**config.mk**
```make
export PLATFORM = sky130hd
export DESIGN_NAME = burst_split_ctrl
export DESIGN_NICKNAME = d
export VERILOG_FILES = /design/src/rtl/bcu_pkg.sv /design/src/rtl/bcu_addr_map.sv /design/src/rtl/bcu_refresh_timer.sv /design/src/rtl/bcu_word_track.sv /design/src/rtl/burst_split_ctrl.sv
export SDC_FILE = /design/constraint.sdc
export NUM_CORES = 1
export LEC_CHECK = 0
export ABC_AREA = 1
export BUFFER_PORTS_ARGS = -buffer_cell sky130_fd_sc_hd__buf_2
export CORE_MARGIN = 1.5
export CORE_UTILIZATION = 55
export CTS_BUF_LIST = sky130_fd_sc_hd__clkbuf_8
export DETAILED_ROUTE_END_ITERATION = 10
export PLACE_DENSITY = 0.76
export SLEW_MARGIN = 25
export SYNTH_ARGS = -nofsm -noshare
export SYNTH_HDL_FRONTEND = slang
export SYNTH_HIERARCHICAL = 1
export SYNTH_SLANG_ARGS = --single-unit
```
**constraint.sdc**
```tcl
create_clock -name clk -period 9.8 [get_ports clk]
set_input_delay 1.96 -clock clk [delete_from_list [all_inputs] [get_ports clk]]
set_output_delay 1.96 -clock clk [all_outputs]
set_load 0.02 [all_outputs]
```
**src/rtl/bcu_pkg.sv**
```systemverilog
package bcu_pkg;
   typedef enum logic [2:0] {
      OP_NOP  = 3'd0,
      OP_ACT  = 3'd1,
      OP_RD   = 3'd2,
      OP_WR   = 3'd3,
      OP_PRE  = 3'd4,
      OP_REF  = 3'd5,
      OP_STOP = 3'd6
   } bcu_op_e;

   typedef enum logic [2:0] {
      ST_IDLE,
      ST_PRE,
      ST_ACT1,
      ST_ACT2,
      ST_XFER,
      ST_STOP,
      ST_REF
   } bcu_state_e;
endpackage

```
**src/rtl/bcu_addr_map.sv**
```systemverilog
// Maps a line index {bank field, row field} to a physical bank and row.
// Rotating the bank by the low row bits keeps adjacent lines in distinct banks.
module bcu_addr_map #(
   parameter int BANK_W = 6,
   parameter int ROW_W  = 8
) (
   input  logic [BANK_W+ROW_W-1:0] line,
   output logic [BANK_W-1:0]       phys_bank,
   output logic [ROW_W-1:0]        phys_row
);
   localparam int LINE_W = BANK_W + ROW_W;

   initial begin
      assert (BANK_W >= 1 && ROW_W >= 1)
         else $error("bcu_addr_map: field widths must be positive");
   end

   assign phys_row = line[ROW_W-1:0];

   generate
      if (ROW_W >= BANK_W) begin : g_fold
         assign phys_bank = line[LINE_W-1:ROW_W] + line[BANK_W-1:0];
      end else begin : g_ext
         assign phys_bank = line[LINE_W-1:ROW_W] + BANK_W'(line[ROW_W-1:0]);
      end
   endgenerate
endmodule

```
**src/rtl/bcu_refresh_timer.sv**
```systemverilog
module bcu_refresh_timer #(
   parameter int PERIOD = 400
) (
   input  logic clk,
   input  logic rst_n,
   input  logic reload,
   output logic due
);
   localparam int CW = $clog2(PERIOD + 1);

   logic [CW-1:0] cnt_q;

   initial begin
      assert (PERIOD >= 1) else $error("bcu_refresh_timer: PERIOD must be at least 1");
   end

   always_ff @(posedge clk) begin
      if (!rst_n)                 cnt_q <= CW'(PERIOD);
      else if (reload)            cnt_q <= CW'(PERIOD);
      else if (cnt_q != '0)       cnt_q <= cnt_q - 1'b1;
   end

   assign due = (cnt_q == '0);


   ref_sticky_chk: assert property (@(posedge clk) disable iff (!rst_n)
      (due && !reload) |=> due);

   ref_reload_chk: assert property (@(posedge clk) disable iff (!rst_n)
      reload |=> !due);
endmodule

```
**src/rtl/bcu_word_track.sv**
```systemverilog
// Holds the current word address and the words left; derives the line span.
module bcu_word_track #(
   parameter int BANK_W = 6,
   parameter int ROW_W  = 8,
   parameter int COL_W  = 5,
   parameter int LEN_W  = 5
) (
   input  logic                    clk,
   input  logic                    rst_n,
   input  logic                    load,
   input  logic [BANK_W+ROW_W+COL_W-1:0] load_addr,
   input  logic [LEN_W-1:0]        load_len,
   input  logic                    adv,
   output logic [BANK_W+ROW_W-1:0] cur_line,
   output logic [COL_W-1:0]        cur_col,
   output logic [BANK_W+ROW_W-1:0] last_line,
   output logic                    split,
   output logic                    rem_one
);
   localparam int ADDR_W = BANK_W + ROW_W + COL_W;
   localparam int LINE_W = BANK_W + ROW_W;
   localparam int RW     = LEN_W + 1;
   localparam int SW     = COL_W + 2;

   logic [ADDR_W-1:0] cur_q;
   logic [RW-1:0]     rem_q;

   initial begin
      assert (LEN_W <= COL_W) else $error("bcu_word_track: a burst may span at most two lines");
   end

   always_ff @(posedge clk) begin
      if (!rst_n) begin
         cur_q <= '0;
         rem_q <= '0;
      end else if (load) begin
         cur_q <= load_addr;
         rem_q <= RW'(load_len) + 1'b1;
      end else if (adv) begin
         cur_q <= cur_q + 1'b1;
         rem_q <= rem_q - 1'b1;
      end
   end

   assign cur_line  = cur_q[ADDR_W-1:COL_W];
   assign cur_col   = cur_q[COL_W-1:0];
   assign split     = (SW'(cur_q[COL_W-1:0]) + SW'(rem_q)) > SW'(2**COL_W);
   assign last_line = cur_line + LINE_W'(split);
   assign rem_one   = (rem_q == RW'(1));
endmodule

```
**src/rtl/burst_split_ctrl.sv**
```systemverilog
module burst_split_ctrl
   import bcu_pkg::*;
#(
   parameter int BANK_W     = 6,
   parameter int ROW_W      = 8,
   parameter int COL_W      = 5,
   parameter int LEN_W      = 5,
   parameter int REF_PERIOD = 400,
   parameter int REF_BURSTS = 4
) (
   input  logic                          clk,
   input  logic                          rst_n,
   input  logic                          req_valid,
   input  logic [BANK_W+ROW_W+COL_W-1:0] req_addr,
   input  logic [LEN_W-1:0]              req_len,
   input  logic                          req_write,
   output logic                          req_ready,
   output logic [2:0]                    cmd_op,
   output logic [BANK_W-1:0]             cmd_bank,
   output logic [ROW_W-1:0]              cmd_row,
   output logic [COL_W-1:0]              cmd_col,
   output logic                          burst_done,
   output logic                          client_hold
);
   localparam int ADDR_W = BANK_W + ROW_W + COL_W;
   localparam int LINE_W = BANK_W + ROW_W;
   localparam int RI_W   = (REF_BURSTS > 1) ? $clog2(REF_BURSTS) : 1;

   initial begin
      assert (REF_BURSTS >= 1) else $error("burst_split_ctrl: REF_BURSTS must be at least 1");
      assert (REF_PERIOD > REF_BURSTS) else $error("burst_split_ctrl: refresh period too short");
   end

   bcu_state_e        state_q, state_d;
   logic              pre_ref_q, pre_ref_d;
   logic              resume_q, resume_d;
   logic              open_q, open_d;
   logic [LINE_W-1:0] open_line_q, open_line_d;
   logic [RI_W-1:0]   ref_i_q, ref_i_d;
   logic              wr_q;

   logic              ref_due, ref_reload, accept, req_single, req_hit;
   logic [LINE_W-1:0] req_line, cur_line, last_line;
   logic [COL_W-1:0]  cur_col;
   logic              split, rem_one;
   logic [LINE_W-1:0] map_line [2];
   logic [BANK_W-1:0] map_bank [2];
   logic [ROW_W-1:0]  map_row  [2];
   bcu_op_e           op;

   bcu_refresh_timer #(.PERIOD(REF_PERIOD)) u_timer (
      .clk(clk), .rst_n(rst_n), .reload(ref_reload), .due(ref_due)
   );

   bcu_word_track #(.BANK_W(BANK_W), .ROW_W(ROW_W), .COL_W(COL_W), .LEN_W(LEN_W)) u_track (
      .clk(clk), .rst_n(rst_n), .load(accept), .load_addr(req_addr), .load_len(req_len),
      .adv(state_q == ST_XFER), .cur_line(cur_line), .cur_col(cur_col),
      .last_line(last_line), .split(split), .rem_one(rem_one)
   );

   assign map_line[0] = cur_line;
   assign map_line[1] = last_line;

   generate
      for (genvar g = 0; g < 2; g++) begin : g_map
         bcu_addr_map #(.BANK_W(BANK_W), .ROW_W(ROW_W)) u_map (
            .line(map_line[g]), .phys_bank(map_bank[g]), .phys_row(map_row[g])
         );
      end
   endgenerate

   assign req_line   = req_addr[ADDR_W-1:COL_W];
   assign req_single = ({1'b0, req_addr[COL_W-1:0]} + (COL_W+1)'(req_len)) <= (COL_W+1)'(2**COL_W - 1);
   assign req_hit    = open_q && req_single && (req_line == open_line_q);
   assign req_ready  = (state_q == ST_IDLE) && !ref_due;
   assign accept     = req_ready && req_valid;
   assign ref_reload = (state_q == ST_REF) && (ref_i_q == '0);

   always_comb begin
      state_d     = state_q;
      pre_ref_d   = pre_ref_q;
      resume_d    = resume_q;
      open_d      = open_q;
      open_line_d = open_line_q;
      ref_i_d     = ref_i_q;
      unique case (state_q)
         ST_IDLE: begin
            if (ref_due) begin
               pre_ref_d = 1'b1;
               state_d   = open_q ? ST_PRE : ST_REF;
            end else if (req_valid) begin
               pre_ref_d = 1'b0;
               if (req_hit)     state_d = ST_XFER;
               else if (open_q) state_d = ST_PRE;
               else             state_d = ST_ACT1;
            end
         end
         ST_PRE: begin
            open_d  = 1'b0;
            state_d = pre_ref_q ? ST_REF : ST_ACT1;
         end
         ST_ACT1: begin
            if (split) state_d = ST_ACT2;
            else begin
               state_d     = ST_XFER;
               resume_d    = 1'b0;
               open_d      = 1'b1;
               open_line_d = last_line;
            end
         end
         ST_ACT2: begin
            state_d     = ST_XFER;
            resume_d    = 1'b0;
            open_d      = 1'b1;
            open_line_d = last_line;
         end
         ST_XFER: begin
            if (rem_one) state_d = ST_IDLE;
            else if (ref_due) begin
               state_d  = ST_STOP;
               resume_d = 1'b1;
            end
         end
         ST_STOP: begin
            pre_ref_d = 1'b1;
            state_d   = ST_PRE;
         end
         ST_REF: begin
            if (ref_i_q == RI_W'(REF_BURSTS - 1)) begin
               ref_i_d = '0;
               state_d = resume_q ? ST_ACT1 : ST_IDLE;
            end else begin
               ref_i_d = ref_i_q + 1'b1;
            end
         end
         default: state_d = ST_IDLE;
      endcase
   end

   always_ff @(posedge clk) begin
      if (!rst_n) begin
         state_q     <= ST_IDLE;
         pre_ref_q   <= 1'b0;
         resume_q    <= 1'b0;
         open_q      <= 1'b0;
         open_line_q <= '0;
         ref_i_q     <= '0;
         wr_q        <= 1'b0;
      end else begin
         state_q     <= state_d;
         pre_ref_q   <= pre_ref_d;
         resume_q    <= resume_d;
         open_q      <= open_d;
         open_line_q <= open_line_d;
         ref_i_q     <= ref_i_d;
         if (accept) wr_q <= req_write;
      end
   end

   always_comb begin
      op       = OP_NOP;
      cmd_bank = '0;
      cmd_row  = '0;
      cmd_col  = '0;
      unique case (state_q)
         ST_PRE:  op = OP_PRE;
         ST_STOP: op = OP_STOP;
         ST_REF:  op = OP_REF;
         ST_ACT1: begin
            op = OP_ACT; cmd_bank = map_bank[0]; cmd_row = map_row[0];
         end
         ST_ACT2: begin
            op = OP_ACT; cmd_bank = map_bank[1]; cmd_row = map_row[1];
         end
         ST_XFER: begin
            op = wr_q ? OP_WR : OP_RD;
            cmd_bank = map_bank[0]; cmd_row = map_row[0]; cmd_col = cur_col;
         end
         default: op = OP_NOP;
      endcase
   end

   assign cmd_op      = op;
   assign burst_done  = (state_q == ST_XFER) && rem_one;
   assign client_hold = resume_q;


   act_pair_bank_chk: assert property (@(posedge clk) disable iff (!rst_n)
      (cmd_op == 3'd1 && $past(cmd_op) == 3'd1) |-> (cmd_bank != $past(cmd_bank)));

   stop_then_pre_chk: assert property (@(posedge clk) disable iff (!rst_n)
      (cmd_op == 3'd6) |=> (cmd_op == 3'd4));

   ready_only_idle_chk: assert property (@(posedge clk) disable iff (!rst_n)
      req_ready |-> (cmd_op == 3'd0));

   hold_blocks_data_chk: assert property (@(posedge clk) disable iff (!rst_n)
      client_hold |-> (cmd_op != 3'd2 && cmd_op != 3'd3));

   done_with_data_chk: assert property (@(posedge clk) disable iff (!rst_n)
      burst_done |-> (cmd_op == 3'd2 || cmd_op == 3'd3));
endmodule

```
# Word-level counts from Yosys, hierarchy flattened
# Index checks and enable logic that the tools add are counted.
[word_totals]
reg_bits = 57
inputBits = 28
output_inout_bits = 25
wordCells = 95
[op_classes]
add_sub_neg = 10
order_cmp = 2
n_eq_ne = 15
n_mux = 33
n_bitwise = 1
reduce_logical = 24
[op_table]
columns = ["operator", "n"]
rows = [
  ["$mux W19", 2],
  ["$pmux W14 S2", 1],
  ["$mux W3", 9],
  ["$pmux W3 S7", 1],
  ["$add A19 B1 Y19 const B", 1],
  ["$pmux W8 S2", 1],
  ["$pmux W3 S5", 1],
  ["$add A14 B1 Y14", 1],
  ["$eq A14 B14 Y1", 1],
  ["$mux W14", 1],
  ["$add A6 B6 Y6", 2],
  ["$mux W6", 2],
  ["$pmux W6 S2", 1],
  ["$eq A3 B3 Y1 const B", 3],
  ["$logic_not A9 Y1", 1],
  ["$reduce_bool A9 Y1", 1],
  ["$sub A9 B1 Y9 const B", 1],
  ["$add A5 B6 Y7", 1],
  ["$gt A7 B6 Y1 const B", 1],
  ["$mux W1", 7],
  ["$add A5 B1 Y6 const B", 1],
  ["$add A5 B5 Y6", 1],
  ["$eq A3 B2 Y1 const B", 2],
  ["$eq A6 B1 Y1 const B", 1],
  ["other kinds (23)", 41],
]

# Longest topological paths before layout
# Gate-level depths: netlist of run 1.
[logic_depth]
ltp_word = 8
ltp_mapped = 25
ltp_nobuf = 25

# Modules after synthesis
# The synthesis of run 1 kept the hierarchy.
[modules_own_cells]
columns = ["mod", "instances", "cells_each", "area_per_inst_um2", "seq_area_each_um2"]
rows = [
  ["bcu_word_track", 1, 306, 2085.8, 500.5],
  ["burst_split_ctrl", 1, 276, 1656.6, 460.4],
  ["bcu_addr_map", 2, 37, 270.3, 0.0],
  ["bcu_refresh_timer", 1, 68, 486.7, 180.2],
]

# Worst setup path before layout of run 1
# No wires, ideal clock.
[synth_path]
kind = "register -> output"
start = "reg u_track.rem_q[0]"
end = "out cmd_bank[4]"
arrival_time_ns = 3.915
setup_slack_ns = 3.925
stages_incl_launch_ff = 21
path_buffers = 0
path_cell_list = "dfxtp_1 > ha_1 > inv_1 > fa_1 > o21ai_0 > a21oi_1 > or2_2 > nand2_1 > ha_1 > ha_1 > inv_1 > nor2_1 > nand2_1 > xor2_1 > ha_1 > fa_1 > nand3_1 > nand2_1 > xor2_1 > inv_1 > o21ai_0"
[synth_rtl]
columns = ["element", "line", "source"]
rows = [
  ["start: declaration", "bcu_word_track.sv:26", "logic [RW-1:0] rem_q;"],
  ["start signal: assignment", "bcu_word_track.sv:38", "rem_q <= RW'(load_len) + 1'b1;"],
  ["start signal: assignment", "bcu_word_track.sv:41", "rem_q <= rem_q - 1'b1;"],
  ["end: declaration", "burst_split_ctrl.sv:19", "output logic [BANK_W-1:0] cmd_bank,"],
]

==> PnR_summary.wiki, run 1 <==
{| class="wikitable"
! Metric !! Value
|-
| Hold Violations, Final || 0
|-
| CTS clock-pin slew for the worst setup and hold paths || 0.07 ns
|-
| CP dominant cell by count || sky130_fd_sc_hd__ha_1
|-
| Number of detailed-routing iterations run before antenna repair || 6
|-
| YS warnings || 6
|-
| Worst R2R Start || u_track/rem_q[0]$_SDFFE_PN0P_
|-
| GR Overflow Total || 0
|-
| Num CTS Buffers || 9
|-
| Die ar. || 0.00924 mm2
|-
| Clock root buffer || sky130_fd_sc_hd__clkbuf_8
|-
| Post-synthesis area per instance || 6.59 um2
|-
| Count of pins over their slew limit || 0
|-
| Total global-route track usage || 0.290
|-
| FF-to-FF End || open_line_q[12]$_SDFFE_PN0P_
|-
| Worst VDD drop || 0.131 mV
|-
| Final wirelength || 12700 um
|-
| Gate Count Post-Synth || 724
|-
| Number of vias per cell || 5.50
|-
| Post-CTS setup-driven buffer insertion count || 0
|-
| Crit path required time || 7.84 ns
|-
| Remaining number of nets flagged by the antenna check after routing || 0
|-
| Vertical die dimension || 96.1 um
|-
| Type of destination of the critical path || output pin
|-
| HPWL after DPL || 9620 um
|-
| FF-to-FF setup slack || 6.39 ns
|-
| Routed wire per std cell || 14.6 um
|-
| Clock latency on the worst-skew pair || 0.35 ns
|-
| Number of max-cap violations || 0
|-
| Pin count of the biggest net entering global routing || 29
|-
| RSZ-0062 raised after global routing || false
|-
| Cells traversed along the worst timing path || ha_1 -> inv_1 -> fa_1 -> o21ai_0 -> a21oi_1 -> or2_2 -> nand2_1 -> ha_1 -> ha_1 -> inv_1 -> nor2_1 -> nand2_1 -> xor2_1 -> ha_1 -> fa_1 -> nand3_1 -> nand2_1 -> xor2_1 -> inv_1 -> o21ai_0 -> buf_2
|-
| Starting DRT DRC Count || 314
|-
| Syn-to-layout area delta || 8.05%
|-
| Setup crit start kind || flop
|-
| Input/output buffers || 52
|-
| Total core area || 0.00830 mm2
|-
| Top-level port count || 53
|-
| Worst hold stages || 2
|-
| Worst clock skew on the final layout || 0.00534 ns
|-
| Starting utilization of the core area || 0.575
|-
| Leakage power total || 0.00245 uW
|-
| Total power per unit cell area || 250 mW/mm2
|-
| Number of cell instances on the worst register-to-register path || 16
|-
| Final GP Congestion || 0.951
|-
| Global-route met1 utilization || 0.387
|-
| Synthesized Nets || 785
|-
| Transition time at the pin with the least slew margin || 0.910 ns
|-
| # resized after CTS || 0
|-
| Minimum clock period || 6.48 ns
|-
| Setup tns final || 0 ns
|-
| Relative slew slack || 0.392
|-
| Beginning of the worst hold path || open_line_q[5]$_SDFFE_PN0P_
|-
| Number of flip-flops and latches in the synthesized netlist || 57
|-
| Maximum fanout count along the critical path || 6
|-
| H-tree depth || 3
|-
| Maximum buffer depth of the clock tree || 2
|-
| Utilization after layout || 0.621
|-
| Number of nets in the layout || 819
|-
| Sequential area share after synthesis || 0.239
|-
| Count of antenna diodes in the layout || 0
|-
| Share of async-settable or async-resettable flops after synthesis || 0
|-
| Number of enable-type register cells in the synthesized netlist || 0
|-
| Post-synthesis instance area || 0.00477 mm2
|-
| CTS Hold Buffers Added || 0
|-
| Number of distinct library cell variants in the gate-level netlist after synthesis || 45
|-
| Fraction of layout cells with a size suffix above 1 || 0.165
|-
| Primary flip-flop cell chosen by synthesis mapping || sky130_fd_sc_hd__dfxtp_1
|-
| Max stage delay on crit path || 0.43 ns
|-
| Worst path slowest cell || sky130_fd_sc_hd__dfxtp_1
|-
| Number of antenna violations at the first check in global routing || 0
|-
| Met3 track utilization from global routing || 0.0671
|-
| Terminating pin of the worst hold path || open_line_q[5]$_SDFFE_PN0P_
|-
| Residual DRC count || 0
|-
| Max Fclk || 154 MHz
|-
| First-pass GRT wire length || 20400 um
|-
| Std cell rows || 33
|-
| Final critical-path share of the clock period || 0.661
|-
| Setup violations, final || 0
|-
| Clock Sink Count || 57
|-
| Gr busiest metal || met2
|-
| Die boundary width || 96.1 um
|-
| CTS tree || done
|-
| Critical path type || flop to output pin
|-
| Met2 track utilization from global routing || 0.459
|-
| Via count of the first global-routing pass || 4248
|-
| Count of vias placed by the detailed router || 4773
|-
| Min-delay worst type || flop to flop
|-
| Outcome || finished, final reports clean
|-
| Critical Path AT || 4.52 ns
|}
[stage by stage]
stage	instances	setup slack [ns]	area (um2)	power, uW	hold slack, ns
4_1_cts	868	3.36	5150	1280	0.469
3_5_place_dp	852	3.75	4970	1070	0.458
2_1_floorplan	724	3.92	4770	936	0.443
5_1_grt	868	3.09	5150	1390	0.490
6_report	868	3.32	5150	1290	0.470
3_3_place_gp	852	3.89	4970	1060	0.455
[final cells by class]
class	instances	area, um2
Fill cell	808	3150
Multi-Input combinational cell	524	3010
Tap cell	105	131
Clock buffer	10	138
Sequential cell	57	1140
Inverter	114	430
Timing Repair Buffer	52	260
Clock inverter	6	42.5
[state kept, by name, summed over array words and instances, names as in the netlist]
signal / cells
u_track/cur_q: 19
open_line_q: 14
u_timer/cnt_q: 9
u_track/rem_q: 6
state_q: 3
ref_i_q: 2
client_hold: 1
open_q: 1
pre_ref_q: 1
wr_q: 1
[cells in the mapped netlist (all sizes together) (9+ instances only)]
library cell	n	area share
a21oi	51	0.056
buf	24	0.035
o21ai	64	0.068
a22oi	13	0.020
nand4	9	0.012
nand3	48	0.058
xor2	23	0.042
dfxtp	57	0.24
xnor2	11	0.023
nor2	84	0.089
nand2	168	0.14
ha	30	0.079
inv	110	0.087
[where the power goes]
part / internal (uW) / total (uW) / switching [uW]
combinational: 240 / 683 / 444
clock: 98.8 / 205 / 106
sequential: 307 / 401 / 93.2
total: 646 / 1290 / 643
[layer usage]
metal,vias to the layer above,share of wire
met5,-,0
met4,0,0.020
met3,29,0.076
met2,169,0.45
met1,2198,0.45
li1,2377,-
[layout by cell type, fill, tap and decap left out, drive strengths merged, types with 2 or more instances in the layout]
| master | instances |
|---|---|
| a21oi | 51 |
| a22oi | 13 |
| a31oi | 3 |
| buf | 52 |
| clkbuf | 10 |
| clkinv | 7 |
| clkinvlp | 2 |
| dfxtp | 57 |
| fa | 3 |
| ha | 30 |
| inv | 111 |
| nand2 | 168 |
| nand3 | 48 |
| nand4 | 9 |
| nor2 | 84 |
| nor3 | 4 |
| o21ai | 64 |
| o21bai | 4 |
| or2 | 4 |
| xnor2 | 11 |
| xor2 | 23 |
[how the worst max path moves through the flow]
stage | start | endpoint
after floorplan | u_track/rem_q[0]$_SDFFE_PN0P_ | cmd_bank[4]
after global placement | u_track/rem_q[0]$_SDFFE_PN0P_ | cmd_bank[4]
after detailed placement | u_track/rem_q[0]$_SDFFE_PN0P_ | cmd_bank[4]
after CTS | u_track/rem_q[0]$_SDFFE_PN0P_ | cmd_bank[4]
after global routing | u_track/cur_q[0]$_SDFFE_PN0P_ | cmd_bank[4]
final | u_track/rem_q[0]$_SDFFE_PN0P_ | cmd_bank[4]
[worst max-delay path: cells and delay by family, from the launching register on]
kind / cells / cell delay [ns]
xor+xnor: 2 / 0.29
buf+inv: 4 / 0.37
simple gates: 6 / 0.90
fa+ha+maj: 6 / 1.62
flops: 1 / 0.43
compound gates: 3 / 0.56
[kinds of logic after synthesis]
kind of cell	count (synthesis)	share of synthesized area
xor+xnor	34	0.0656
flops	57	0.239
buf+inv	143	0.130
compound gates	138	0.160
fa+ha+maj	33	0.0913
simple gates	319	0.315
Note: power is estimated with default switching activity, not from simulation.
==> inputs of run 2 (changes only) <==
Settings changed: ABC_AREA 1 to 0.
Clock period 9.8 ns to 6.3 ns, I/O delays scaled along.
==> PnR_summary.wiki, run 2 <==
{| class="wikitable"
! Metric !! Value
|-
| Highest metal layer with signal wires || met4
|-
| Share of Yosys cell area claimed by the top area cell type || 0.249 (+0.00926)
|-
| Number of vias per cell || 5.99 (+8.9%)
|-
| Synthesized Nets || 628 (-20%)
|-
| Top-level port count || 53 (unchanged)
|-
| HPWL after DPL || 8170 um (-15%)
|-
| Routed wire per std cell || 16.0 um (+9.7%)
|-
| CTS Hold Buffers Added || 0 (unchanged)
|-
| Final critical-path share of the clock period || 0.963
|-
| Number of cell instances on the worst register-to-register path || 16 (unchanged)
|-
| Max Fclk || 165 MHz
|-
| Total global-route track usage || 0.256 (-0.0342)
|-
| Final GP Congestion || 0.976 (+2.7%)
|-
| Buffers and inverters on the worst path || 2 (-2)
|-
| Min-delay worst type || flop to flop
|-
| Placement Cell Area || 0.00474 mm2 (-4.8%)
|-
| Post-route cell area || 0.00503 mm2 (-2.4%)
|-
| H-tree depth || 3 (unchanged)
|-
| Residual DRC count || 0 (unchanged)
|-
| CTS clock-pin slew for the worst setup and hold paths || 0.07 ns (about the same)
|-
| FF-to-FF End || open_line_q[13]$_SDFFE_PN0P_
|-
| Critical path type || flop to output pin
|-
| Layout fillers || 718 (-11%)
|-
| Most used standard cell by instance count after synthesis || sky130_fd_sc_hd__nand2_1
|-
| Setup violations, final || 0 (unchanged)
|-
| Via count of the first global-routing pass || 3709 (-13%)
|-
| Worst path slowest cell || sky130_fd_sc_hd__fa_1
|-
| Number of enable-type register cells in the synthesized netlist || 0 (unchanged)
|-
| Timing endpoint of the critical path || cmd_bank[4]
|-
| Worst VDD drop || 0.207 mV (+58%)
|-
| Pin count of the biggest net entering global routing || 51 (+76%)
|-
| Beginning of the worst hold path || wr_q$_SDFFE_PN0P_
|-
| Setup crit start kind || flop
|-
| Reg with most FFs || u_track/cur_q
|-
| CTS tree || done
|-
| Clock root buffer || sky130_fd_sc_hd__clkbuf_8
|-
| Leading cell types in the layout, fill and taps excluded || 62 x sky130_fd_sc_hd__nand2_1, 54 x sky130_fd_sc_hd__dfxtp_1, 52 x sky130_fd_sc_hd__buf_2
|-
| Setup tns final || 0 ns (unchanged)
|-
| Met2 wire length || 5280 um (-7.7%)
|-
| Type of destination of the critical path || output pin
|-
| Clock latency on the worst-skew pair || 0.34 ns (about the same)
|-
| Input/output buffers || 52 (unchanged)
|-
| Post-synthesis instance area || 0.00459 mm2 (-3.7%)
|-
| Worst clock skew on the final layout || 0.00944 ns (+0.00411 ns)
|-
| Leakage power total || 0.00212 uW (-13%)
|-
| Remaining number of nets flagged by the antenna check after routing || 0 (unchanged)
|-
| Fraction of layout cells with a size suffix above 1 || 0.166 (+0.000683)
|-
| Hold Violations, Final || 0 (unchanged)
|-
| Die boundary width || 94.4 um (-1.8%)
|-
| Number of antenna violations at the first check in global routing || 0 (unchanged)
|-
| Minimum clock period || 6.06 ns
|-
| Number of detailed-routing iterations run before antenna repair || 6 (unchanged)
|-
| Leading cell type in the layout, fill and taps excluded || sky130_fd_sc_hd__nand2_1
|-
| Final wirelength || 11100 um (-12%)
|-
| GR Overflow Total || 0 (unchanged)
|-
| Count of pins over their slew limit || 0 (unchanged)
|-
| Total area of multi-input combinational cells || 0.00312 mm2 (+3.5%)
|-
| Utilization after layout || 0.619 (-0.00231)
|-
| Clock Sink Count || 57 (unchanged)
|-
| Worst R2R Start || u_track/rem_q[0]$_SDFFE_PN0P_
|-
| Crit path required time || 5.04 ns (-2.80 ns)
|-
| Maximum fanout count along the critical path || 7 (+1)
|-
| Met1 routed wirelength after detailed routing || 5020 um (-13%)
|-
| Crit path from || u_track/rem_q[0]$_SDFFE_PN0P_
|-
| Relative slew slack || 0.357 (-0.0352)
|-
| Maximum buffer depth of the clock tree || 2 (unchanged)
|-
| FF-to-FF setup slack || 2.66 ns (-3.73 ns)
|-
| Kind of cell with the highest combined delay on the critical path || adder cells
|-
| Registers with the most flip-flops || u_track/cur_q x19, open_line_q x14, u_timer/cnt_q x9
|-
| Total core area || 0.00813 mm2 (-2.0%)
|-
| Number of flip-flops and latches in the synthesized netlist || 57 (unchanged)
|-
| Gate Count Post-Synth || 567 (-22%)
|-
| Starting utilization of the core area || 0.565 (-0.0102)
|-
| Flip-flop and latch area || 0.00115 mm2 (+0.77%)
|-
| Number of nets in the layout || 648 (-21%)
|-
| Count of vias placed by the detailed router || 4169 (-13%)
|-
| Total power per unit cell area || 390 mW/mm2 (+56%)
|-
| Vertical die dimension || 94.4 um (-1.8%)
|-
| Dominant cell type by area after synthesis || sky130_fd_sc_hd__dfxtp_1
|-
| Pre-CTS WS || 0.343 ns (-3.41 ns)
|-
| Flip-flop count of the largest register after layout || 19 (unchanged)
|-
| Primary flip-flop cell chosen by synthesis mapping || sky130_fd_sc_hd__dfxtp_1
|-
| Number of max-cap violations || 0 (unchanged)
|-
| Starting DRT DRC Count || 259 (-18%)
|-
| Number of distinct library cell variants in the gate-level netlist after synthesis || 62 (+38%)
|-
| Post-synthesis area per instance || 8.10 um2 (+23%)
|-
| Outcome || finished, final reports clean
|-
| Met3 Routed Length || 666 um (-31%)
|-
| Critical Path AT || 4.80 ns (+0.28 ns)
|-
| Sequential area share after synthesis || 0.249 (+0.00926)
|-
| Syn-to-layout area delta || 9.59%
|-
| Max stage delay on crit path || 0.40 ns (-0.03 ns)
|-
| Cells traversed along the worst timing path || ha_1 -> inv_1 -> fa_1 -> nand2b_1 -> a21oi_2 -> nor3_1 -> mux2_2 -> nor3_4 -> ha_1 -> ha_2 -> nand3_2 -> nor2_2 -> nand3_1 -> xnor2_1 -> ha_2 -> fa_2 -> a21o_2 -> a21oi_1 -> xnor2_1 -> mux2i_1 -> o32ai_1 -> buf_2
|-
| Top cells by count, synth || 62 x sky130_fd_sc_hd__nand2_1, 57 x sky130_fd_sc_hd__dfxtp_1, 37 x sky130_fd_sc_hd__xnor2_1
|-
| Transition time at the pin with the least slew margin || 0.964 ns (+0.0538 ns)
|-
| YS warnings || 6 (unchanged)
|-
| Top area cells in the synthesized netlist || sky130_fd_sc_hd__dfxtp_1 25%, sky130_fd_sc_hd__ha_1 8.2%, sky130_fd_sc_hd__xnor2_1 7.1%, sky130_fd_sc_hd__nand2_1 5.1%, sky130_fd_sc_hd__xor2_1 4.8%
|-
| Smallest setup slack after layout || 0.236 ns (-3.09 ns)
|-
| Logic depth of the worst path, buffers included || 22 (+4.8%)
|-
| Num CTS Buffers || 9 (unchanged)
|-
| Count of antenna diodes in the layout || 0 (unchanged)
|-
| First-pass GRT wire length || 17900 um (-12%)
|-
| Die ar. || 0.00891 mm2 (-3.6%)
|-
| Std cell rows || 33 (unchanged)
|-
| Share of async-settable or async-resettable flops after synthesis || 0 (unchanged)
|}
-- run 2: what timing repair did --
action | 4_1_cts | 5_1_grt
pin swaps | 0 | 1
setup buffers | 0 | 1
setup endpoints to repair | 2 | 3
gates resized for setup | 2 | 14
-- run 2: layout make-up --
class / instances / area share
well taps: 105 / 0.0261
inverters: 35 / 0.0261
repair buffers: 54 / 0.0547
multi-input cells: 430 / 0.619
flip-flops and latches: 57 / 0.228
clock inverters: 3 / 0.0127
clock buffers: 12 / 0.0328
-- run 2: cells by family (layout without fill, tap and decap cells) --
| logic type | Yosys count | in the layout | share of synthesized area |
|---|---|---|---|
| DFF | 57 | 57 | 0.249 |
| AOI/OAI and AO/OA | 131 | 131 | 0.202 |
| adders and majority gates | 33 | 33 | 0.0948 |
| and+or+nand+nor | 184 | 184 | 0.208 |
| muxes | 20 | 20 | 0.0441 |
| buffers and inverters | 80 | 104 | 0.0842 |
| xor gates and xnor gates | 62 | 62 | 0.118 |
-- run 2: how the worst min path moves through the flow --
stage | cells past startpoint | to | slack [ns]
finish | 2 | wr_q$_SDFFE_PN0P_ | 0.48
global route | 2 | open_line_q[1]$_SDFFE_PN0P_ | 0.51
CTS | 2 | open_line_q[12]$_SDFFE_PN0P_ | 0.48
detailed placement | 2 | open_line_q[1]$_SDFFE_PN0P_ | 0.47
global placement | 2 | wr_q$_SDFFE_PN0P_ | 0.46
floorplan | 2 | wr_q$_SDFFE_PN0P_ | 0.44
-- run 2: metrics by stage --
stage                     instances  total power (uW)  hold WS (ns)
after CTS                       695              1940         0.483
after global routing            696              2100         0.505
final                           696              1960         0.478
after floorplan                 567              1360         0.444
after detailed placement        680              1530         0.473
after global placement          680              1510         0.462
-- run 2: layer usage --
metal	up-vias	GRT usage
met5	-	0
met4	0	0.0684
met3	15	0.0620
met2	127	0.416
met1	2003	0.339
li1	2024	-
-- run 2: tightest hold or removal path: cells and delay by family (launching register included) --
family | cells | cell delay, ns
flip-flops | 1 | 0.31
AND/OR/NAND/NOR | 1 | 0.05
AO/OA/AOI/OAI | 1 | 0.07
-- run 2: where the power goes --
| group | leakage (uW) | switching, uW | total, uW | internal (uW) |
|---|---|---|---|---|
| logic | 0.00154 | 544 | 938 | 395 |
| registers | 0.000469 | 180 | 630 | 450 |
| clock network | 0.000120 | 145 | 397 | 252 |
